===== src/rtl/dvma_pkg.sv =====
package dvma_pkg;
    typedef enum logic [2:0] {
        ST_IDLE,
        ST_LOOK,
        ST_FETCH,
        ST_WAIT,
        ST_RESP
    } xl_state_e;

    localparam logic [1:0] CFG_CTRL  = 2'd0;
    localparam logic [1:0] CFG_BASE  = 2'd1;
    localparam logic [1:0] CFG_FLUSH = 2'd2;
endpackage


===== src/rtl/dvma_cfg_regs.sv =====
module dvma_cfg_regs #(
    parameter int CFG_DW     = 64,
    parameter int PA_W       = 41,
    parameter int PAGE_SHIFT = 13,
    parameter int SIZE_W     = 3,
    parameter int SIZE_LSB   = 16,
    parameter int EN_BIT     = 0
) (
    input  logic                       clk,
    input  logic                       rst_n,
    input  logic                       cfg_we,
    input  logic [1:0]                 cfg_addr,
    input  logic [CFG_DW-1:0]          cfg_wdata,
    output logic                       xl_en,
    output logic [SIZE_W-1:0]          win_code,
    output logic [PA_W-PAGE_SHIFT-1:0] tbl_ppn,
    output logic                       inval
);
    import dvma_pkg::*;
    localparam int PPN_W = PA_W - PAGE_SHIFT;

    typedef struct packed {
        logic              en;
        logic [SIZE_W-1:0] code;
        logic [PPN_W-1:0]  ppn;
    } cfg_t;

    cfg_t cfg_d, cfg_q;
    logic unused_wdata;

    assign unused_wdata = ^cfg_wdata;

    always_comb begin
        cfg_d = cfg_q;
        if (cfg_we) begin
            case (cfg_addr)
                CFG_CTRL: begin
                    cfg_d.en   = cfg_wdata[EN_BIT];
                    cfg_d.code = cfg_wdata[SIZE_LSB +: SIZE_W];
                end
                CFG_BASE: cfg_d.ppn = cfg_wdata[PA_W-1:PAGE_SHIFT];
                default: ;
            endcase
        end
    end

    always_ff @(posedge clk) begin
        if (!rst_n) cfg_q <= '0;
        else        cfg_q <= cfg_d;
    end

    assign xl_en    = cfg_q.en;
    assign win_code = cfg_q.code;
    assign tbl_ppn  = cfg_q.ppn;
    assign inval    = cfg_we && (cfg_addr == CFG_CTRL || cfg_addr == CFG_BASE ||
                                 cfg_addr == CFG_FLUSH);
endmodule


===== src/rtl/dvma_window.sv =====
module dvma_window #(
    parameter int VA_W       = 32,
    parameter int PA_W       = 41,
    parameter int PAGE_SHIFT = 13,
    parameter int SIZE_W     = 3,
    parameter int MIN_WIN_LG = 23,
    parameter int ENT_LG     = 3
) (
    input  logic [SIZE_W-1:0]          win_code,
    input  logic [VA_W-1:0]            va,
    input  logic [PA_W-PAGE_SHIFT-1:0] tbl_ppn,
    output logic                       in_win,
    output logic [PA_W-1:0]            slot_addr
);
    localparam int VPN_W = VA_W - PAGE_SHIFT;

    logic [VA_W:0]     win_len;
    logic [VA_W:0]     win_lo;
    logic [VA_W-1:0]   off;
    logic [VPN_W-1:0]  slot;
    logic              unused_off;

    always_comb begin
        win_len   = {{VA_W{1'b0}}, 1'b1} << (MIN_WIN_LG + int'(win_code));
        win_lo    = {1'b1, {VA_W{1'b0}}} - win_len;
        in_win    = {1'b0, va} >= win_lo;
        off       = va - win_lo[VA_W-1:0];
        slot      = off[VA_W-1:PAGE_SHIFT];
        slot_addr = {tbl_ppn, {PAGE_SHIFT{1'b0}}} + PA_W'({slot, {ENT_LG{1'b0}}});
    end

    assign unused_off = ^off[PAGE_SHIFT-1:0];
endmodule


===== src/rtl/dvma_entry_dec.sv =====
module dvma_entry_dec #(
    parameter int ENT_W      = 64,
    parameter int PA_W       = 41,
    parameter int PAGE_SHIFT = 13,
    parameter int V_BIT      = 63,
    parameter int W_BIT      = 1
) (
    input  logic [ENT_W-1:0]           ent,
    output logic                       ent_ok,
    output logic                       ent_wr,
    output logic [PA_W-PAGE_SHIFT-1:0] ent_ppn
);
    logic unused_ent;

    assign ent_ok     = ent[V_BIT];
    assign ent_wr     = ent[W_BIT];
    assign ent_ppn    = ent[PA_W-1:PAGE_SHIFT];
    assign unused_ent = ^ent;
endmodule


===== src/rtl/dvma_xlate.sv =====
module dvma_xlate #(
    parameter int VA_W       = 32,
    parameter int PA_W       = 41,
    parameter int PAGE_SHIFT = 13,
    parameter int SIZE_W     = 3,
    parameter int MIN_WIN_LG = 23,
    parameter int ENT_W      = 64,
    parameter int CFG_DW     = 64
) (
    input  logic              clk,
    input  logic              rst_n,
    input  logic              cfg_we,
    input  logic [1:0]        cfg_addr,
    input  logic [CFG_DW-1:0] cfg_wdata,
    input  logic              req_valid,
    output logic              req_ready,
    input  logic [VA_W-1:0]   req_va,
    input  logic              req_write,
    output logic              rsp_valid,
    input  logic              rsp_ready,
    output logic              rsp_fault,
    output logic [PA_W-1:0]   rsp_pa,
    output logic              mem_req_valid,
    input  logic              mem_req_ready,
    output logic [PA_W-1:0]   mem_req_addr,
    input  logic              mem_rsp_valid,
    input  logic [ENT_W-1:0]  mem_rsp_data
);
    import dvma_pkg::*;
    localparam int VPN_W = VA_W - PAGE_SHIFT;
    localparam int PPN_W = PA_W - PAGE_SHIFT;

    typedef struct packed {
        xl_state_e         st;
        logic [VA_W-1:0]   va;
        logic              wr;
        logic [PA_W-1:0]   fa;
        logic              fault;
        logic [PA_W-1:0]   pa;
        logic              c_vld;
        logic [VPN_W-1:0]  c_vpn;
        logic [PPN_W-1:0]  c_ppn;
        logic              c_wr;
        logic              fill_ok;
    } xl_t;

    xl_t               xl_d, xl_q;
    logic              xl_en, inval, in_win, ent_ok, ent_wr, flt;
    logic [SIZE_W-1:0] win_code;
    logic [PPN_W-1:0]  tbl_ppn, ent_ppn;
    logic [PA_W-1:0]   slot_addr;
    logic [VPN_W-1:0]  vpn;

    dvma_cfg_regs #(
        .CFG_DW(CFG_DW), .PA_W(PA_W), .PAGE_SHIFT(PAGE_SHIFT), .SIZE_W(SIZE_W),
        .SIZE_LSB(16), .EN_BIT(0)
    ) u_regs (
        .clk(clk), .rst_n(rst_n), .cfg_we(cfg_we), .cfg_addr(cfg_addr),
        .cfg_wdata(cfg_wdata), .xl_en(xl_en), .win_code(win_code),
        .tbl_ppn(tbl_ppn), .inval(inval)
    );

    dvma_window #(
        .VA_W(VA_W), .PA_W(PA_W), .PAGE_SHIFT(PAGE_SHIFT), .SIZE_W(SIZE_W),
        .MIN_WIN_LG(MIN_WIN_LG), .ENT_LG(3)
    ) u_win (
        .win_code(win_code), .va(xl_q.va), .tbl_ppn(tbl_ppn),
        .in_win(in_win), .slot_addr(slot_addr)
    );

    dvma_entry_dec #(
        .ENT_W(ENT_W), .PA_W(PA_W), .PAGE_SHIFT(PAGE_SHIFT), .V_BIT(63), .W_BIT(1)
    ) u_dec (
        .ent(mem_rsp_data), .ent_ok(ent_ok), .ent_wr(ent_wr), .ent_ppn(ent_ppn)
    );

    assign vpn = xl_q.va[VA_W-1:PAGE_SHIFT];

    always_comb begin
        xl_d = xl_q;
        flt  = 1'b0;
        case (xl_q.st)
            ST_IDLE: begin
                if (req_valid) begin
                    xl_d.va = req_va;
                    xl_d.wr = req_write;
                    xl_d.st = ST_LOOK;
                end
            end
            ST_LOOK: begin
                xl_d.fa = slot_addr;
                if (!xl_en || !in_win) begin
                    xl_d.fault = 1'b1;
                    xl_d.pa    = '0;
                    xl_d.st    = ST_RESP;
                end else if (xl_q.c_vld && xl_q.c_vpn == vpn) begin
                    flt        = xl_q.wr && !xl_q.c_wr;
                    xl_d.fault = flt;
                    xl_d.pa    = flt ? '0 : {xl_q.c_ppn, xl_q.va[PAGE_SHIFT-1:0]};
                    xl_d.st    = ST_RESP;
                end else begin
                    xl_d.fill_ok = 1'b1;
                    xl_d.st      = ST_FETCH;
                end
            end
            ST_FETCH: begin
                if (mem_req_ready) xl_d.st = ST_WAIT;
            end
            ST_WAIT: begin
                if (mem_rsp_valid) begin
                    flt        = !ent_ok || (xl_q.wr && !ent_wr);
                    xl_d.fault = flt;
                    xl_d.pa    = flt ? '0 : {ent_ppn, xl_q.va[PAGE_SHIFT-1:0]};
                    if (ent_ok && xl_q.fill_ok) begin
                        xl_d.c_vld = 1'b1;
                        xl_d.c_vpn = vpn;
                        xl_d.c_ppn = ent_ppn;
                        xl_d.c_wr  = ent_wr;
                    end
                    xl_d.st = ST_RESP;
                end
            end
            ST_RESP: begin
                if (rsp_ready) xl_d.st = ST_IDLE;
            end
            default: xl_d.st = ST_IDLE;
        endcase
        if (inval) begin
            xl_d.c_vld   = 1'b0;
            xl_d.fill_ok = 1'b0;
        end
    end

    always_ff @(posedge clk) begin
        if (!rst_n) xl_q <= '0;
        else        xl_q <= xl_d;
    end

    assign req_ready     = (xl_q.st == ST_IDLE);
    assign rsp_valid     = (xl_q.st == ST_RESP);
    assign rsp_fault     = xl_q.fault;
    assign rsp_pa        = xl_q.pa;
    assign mem_req_valid = (xl_q.st == ST_FETCH);
    assign mem_req_addr  = xl_q.fa;
endmodule


===== config.mk =====
export PLATFORM = sky130hd
export DESIGN_NAME = dvma_xlate
export DESIGN_NICKNAME = d
export VERILOG_FILES = /design/src/rtl/dvma_pkg.sv /design/src/rtl/dvma_cfg_regs.sv /design/src/rtl/dvma_window.sv /design/src/rtl/dvma_entry_dec.sv /design/src/rtl/dvma_xlate.sv
export SDC_FILE = /design/constraint.sdc
export NUM_CORES = 1
export LEC_CHECK = 0
export CAP_MARGIN = 20
export CORE_ASPECT_RATIO = 1.1
export CORE_MARGIN = 2
export CORE_UTILIZATION = 25
export DETAILED_ROUTE_END_ITERATION = 10
export PLACE_DENSITY = 0.58
export SLEW_MARGIN = 40
export SYNTH_ARGS = -nofsm -noshare
export SYNTH_HDL_FRONTEND = slang
export SYNTH_SLANG_ARGS = --single-unit

===== constraint.sdc =====
create_clock -name clk -period 3.7 [get_ports clk]
set_clock_uncertainty 0.15 [all_clocks]
set_input_delay 0.74 -clock clk [delete_from_list [all_inputs] [get_ports clk]]
set_output_delay 0.74 -clock clk [all_outputs]
set_load 0.1 [all_outputs]

==> results.yml <==
worst_setup_path:
  cp.arrival_ns: 3.82
  endpoint_kind: "register"
  path_class: "reg2reg"
  slowest_stage: "or4_4"
  worst-path-buf-inv: 3
  reg2reg_to: "mem_req_addr[33]"
  endpoint: "mem_req_addr[33]"
  reg2reg_slack_ns: 0.09
  max_stage_delay_ns: 0.47
  cp-startpoint: "u_regs.win_code[0]"
  cp_max_fo: 7
  path_depth: 15
  critPathTopFamily: "simple AND/OR/NAND/NOR gates"
  cp-start-kind: "register"
  worstPathRequired_ns: 3.91
  crit_chain: "or3_4 -> ha_4 -> inv_4 -> a21oi_4 -> o21ai_2 -> a211oi_2 -> buf_4 -> o221ai_2 -> xnor2_1 -> ha_1 -> and2_4 -> a311oi_4 -> buf_6 -> or4_4 -> a311oi_2"
  reg2regPathDepth: 15
  r2r-start: "u_regs.win_code[0]"
place:
  place_hpwl_um: 21790
  routabilityCongestion: 0.8269
  port_buffers: 183
drt:
  drc: 0
  wire_per_inst_um: 16.91
  drt_wl_total_um: 32310
  dr.pass1.iters: 4
  ant_nets: 0
  drt_iter0_drc: 523
  via_count: 9271
  vias_per_cell: 4.851
flow_run:
  max_cap_violations: 0
yosys:
  yosysTopAreaCell: "dfxtp_1"
  ys_ff_latch: 198
  synth_commonest_cells: "nand2_1, dfxtp_1, a21oi_1, clkbuf_1, buf_4"
  synthMuxAreaShare_pct: 1.906
  avgSynthCellArea_um2: 7.828
  syn_inst: 1283
  yosysMostFrequentCell: "nand2_1"
  synth_compound_area_share_pct: 20.54
  synth-edff-count: 0
  synthTopCellsByArea: "dfxtp_1, nand2_1, a21oi_1, buf_4, clkbuf_1"
  synth.top_cell.area_share_pct: 39.47
  synth-simple-area-share_pct: 21.15
  synth_flop_cell: "dfxtp_1"
  ys_seq_area_share_pct: 39.47
  synth_top_family_by_area: "simple AND/OR/NAND/NOR gates"
  synthXorXnorAreaFrac_pct: 3.575
  netlist_area_um2: 10040
  ys_warn_count: 0
  synthAdderAreaFrac_pct: 2.691
  ys_async_sr_fraction_pct: 0
  synth.distinct_cells: 60
timing:
  fmax_mhz: 276.9
  fin_crit_sh_pct: 97.61
  finalSetupViolations: 0
  min_period_ns: 3.611
  final_hold_viol_count: 0
  rsz0062_at_grt: "yes"
  slew_headroom_pct: 50.43
  tightestPinTransition_ns: 0.7436
  tns_ns: 0
  maxSlewViolCount: 0
clocking:
  htree_levels: 4
  numCtsBuffers: 17
  root_buffer: "clkbuf_16"
  cts.sinks: 198
  cts.clk_slew.worst_paths_ns: 0.07
  clk_latency_ns: 0.45
  cts_tree: "done"
  cts_hold_buf: 0
  cts_max_path_buffers: 2
die:
  die_x_um: 195.1
  rows: 77
  initial_core_util_pct: 25.18
  fp.dieH_um: 214.2
  die_area_um2: 41790
  core_area_um2: 39890
  num_io_pins: 256
power:
  p_int_mw: 4.205
  total_power_mw: 7.523
  pwr-share-seq_pct: 34.3
  p_leak_nw: 4.663
  netSwitchingFraction_pct: 44.10
  power_frac_comb_pct: 39.2
  power.ir.vdd_worst_uv: 396.0
  clkPwrFrac_pct: 26.4
  p_sw_mw: 3.318
  power.density_nw_per_um2: 587.5
global_routing:
  grt-ovfl-total: 0
  grt_antenna_before_repair: 2
  track_usage_pct: 15.02
  grt_pass1_vias: 8822
  grt_pass1_wl_um: 49110
  grt_max_degree: 117
min_path:
  hold_class: "reg2reg"
cells_and_area:
  syn2layout_area_growth_pct: 27.49
  final_nets: 1576
  final_layout_size_suffix_gt1_share_pct: 18.25
run_status:
  status: "finished clean"
[how the worst min path moves through the flow]
stage                                 from  cells past startpoint  slack [ns]               end
final                             xl_q[11]                      2        0.31          xl_q[11]
after global placement            xl_q[13]                      2        0.29          xl_q[13]
after global routing               xl_q[8]                      2        0.33           xl_q[8]
after detailed placement           xl_q[8]                      2        0.30           xl_q[8]
after floorplan           mem_req_addr[10]                      2        0.28  mem_req_addr[10]
after CTS                         xl_q[22]                      2        0.31          xl_q[22]
[final cells by class]
type | instances | area (um^2)
clock buffers | 18 | 429.2
fillers | 4222 | 27080
inverters | 12 | 50.05
repair buffers | 261 | 2203
diodes | 1 | 2.502
multi-input cells | 895 | 5339
flip-flops and latches | 198 | 3966
clock inverters | 13 | 172.7
well taps | 513 | 641.9
[timing repair]
action | 4_1_cts | 5_1_grt
pin swaps | 23 | 38
setup endpoints to repair | 15 | 20
resized for setup | 25 | 42
gates cloned | 1 | 0
buffers inserted | 6 | 7
[logic make-up (layout without fill, tap and decap cells)]
family | after synthesis | after routing
simple gates | 467 | 467
compound gates | 341 | 341
flops | 198 | 198
buf+inv | 194 | 304
xor+xnor | 41 | 41
fa+ha+maj | 21 | 21
mux | 19 | 19
other cells | 2 | 7
[placed cells by master (no fill, tap or decap), types with 4 or more instances in the layout]
master,synthesis,layout
nand2_1,272,272
dfxtp_1,198,196
a21oi_1,177,170
buf_4,83,109
clkdlybuf4s50_1,0,99
o21ai_0,55,50
nand3_1,43,43
buf_2,7,43
nor3_1,38,32
nor2_1,35,30
a2bb2oi_1,28,28
o221ai_1,29,28
nand4_1,22,22
xnor2_1,22,21
xor2_1,19,19
mux2i_1,18,18
clkbuf_16,0,18
ha_1,20,14
inv_1,12,9
or3_1,9,8
nor4_1,7,7
a21oi_2,0,6
a31oi_1,7,6
conb_1,2,6
buf_12,0,6
o21ai_1,3,5
nand2b_1,5,5
a21o_1,5,5
o21a_1,5,5
o31ai_1,7,5
nor3_4,0,4
and4_1,5,4
or4_1,7,4
ha_4,0,4
inv_6,0,4
[state kept, by name, summed over array words and instances (netlist names)]
name / flops
u_regs.win_code: 3
vpn: 19
u_regs.tbl_ppn: 28
u_regs.xl_en: 1
xl_q: 67
rsp_pa: 41
rsp_fault: 1
mem_req_addr: 38
[routing by layer]
metal	global-route usage [%]	vias to the layer above	routed length [um]
met4	5.445	2	728
met5	0	-	13
met2	25.27	248	15520
li1	-	4614	-
met3	2.863	32	1638
met1	19.08	4375	14400
[power groups by stage]
stage / Combinational, mW / Clock, mW / Sequential, mW
after global routing: 3.12 / 2.13 / 2.62
after CTS: 2.92 / 2.06 / 2.58
final: 2.95 / 1.99 / 2.58
after global placement: 2.96 / 0 / 2.63
after detailed placement: 2.88 / 0 / 2.63
after floorplan: 2.33 / 0 / 2.57
[metrics by stage]
stage               utilization (%)  cells  cell area, um^2  setup slack, ns  hold slack, ns
global placement              30.10   1867            12010          -0.1715          0.2918
floorplan                         -   1287            10070          0.04273          0.2822
finish                        32.10   1911            12800          0.08851          0.3055
CTS                           31.54   1905            12580         -0.02600          0.3077
detailed placement            29.58   1867            11800          -0.2085          0.2972
global route                  32.10   1910            12800         -0.03166          0.3253
[tightest hold or removal path, stage by stage (launching register included)]
cell and delay (ns):
dfxtp_1 0.31, nand2_1 0.05, a21oi_1 0.05
Power figures use the tool's default switching activity.
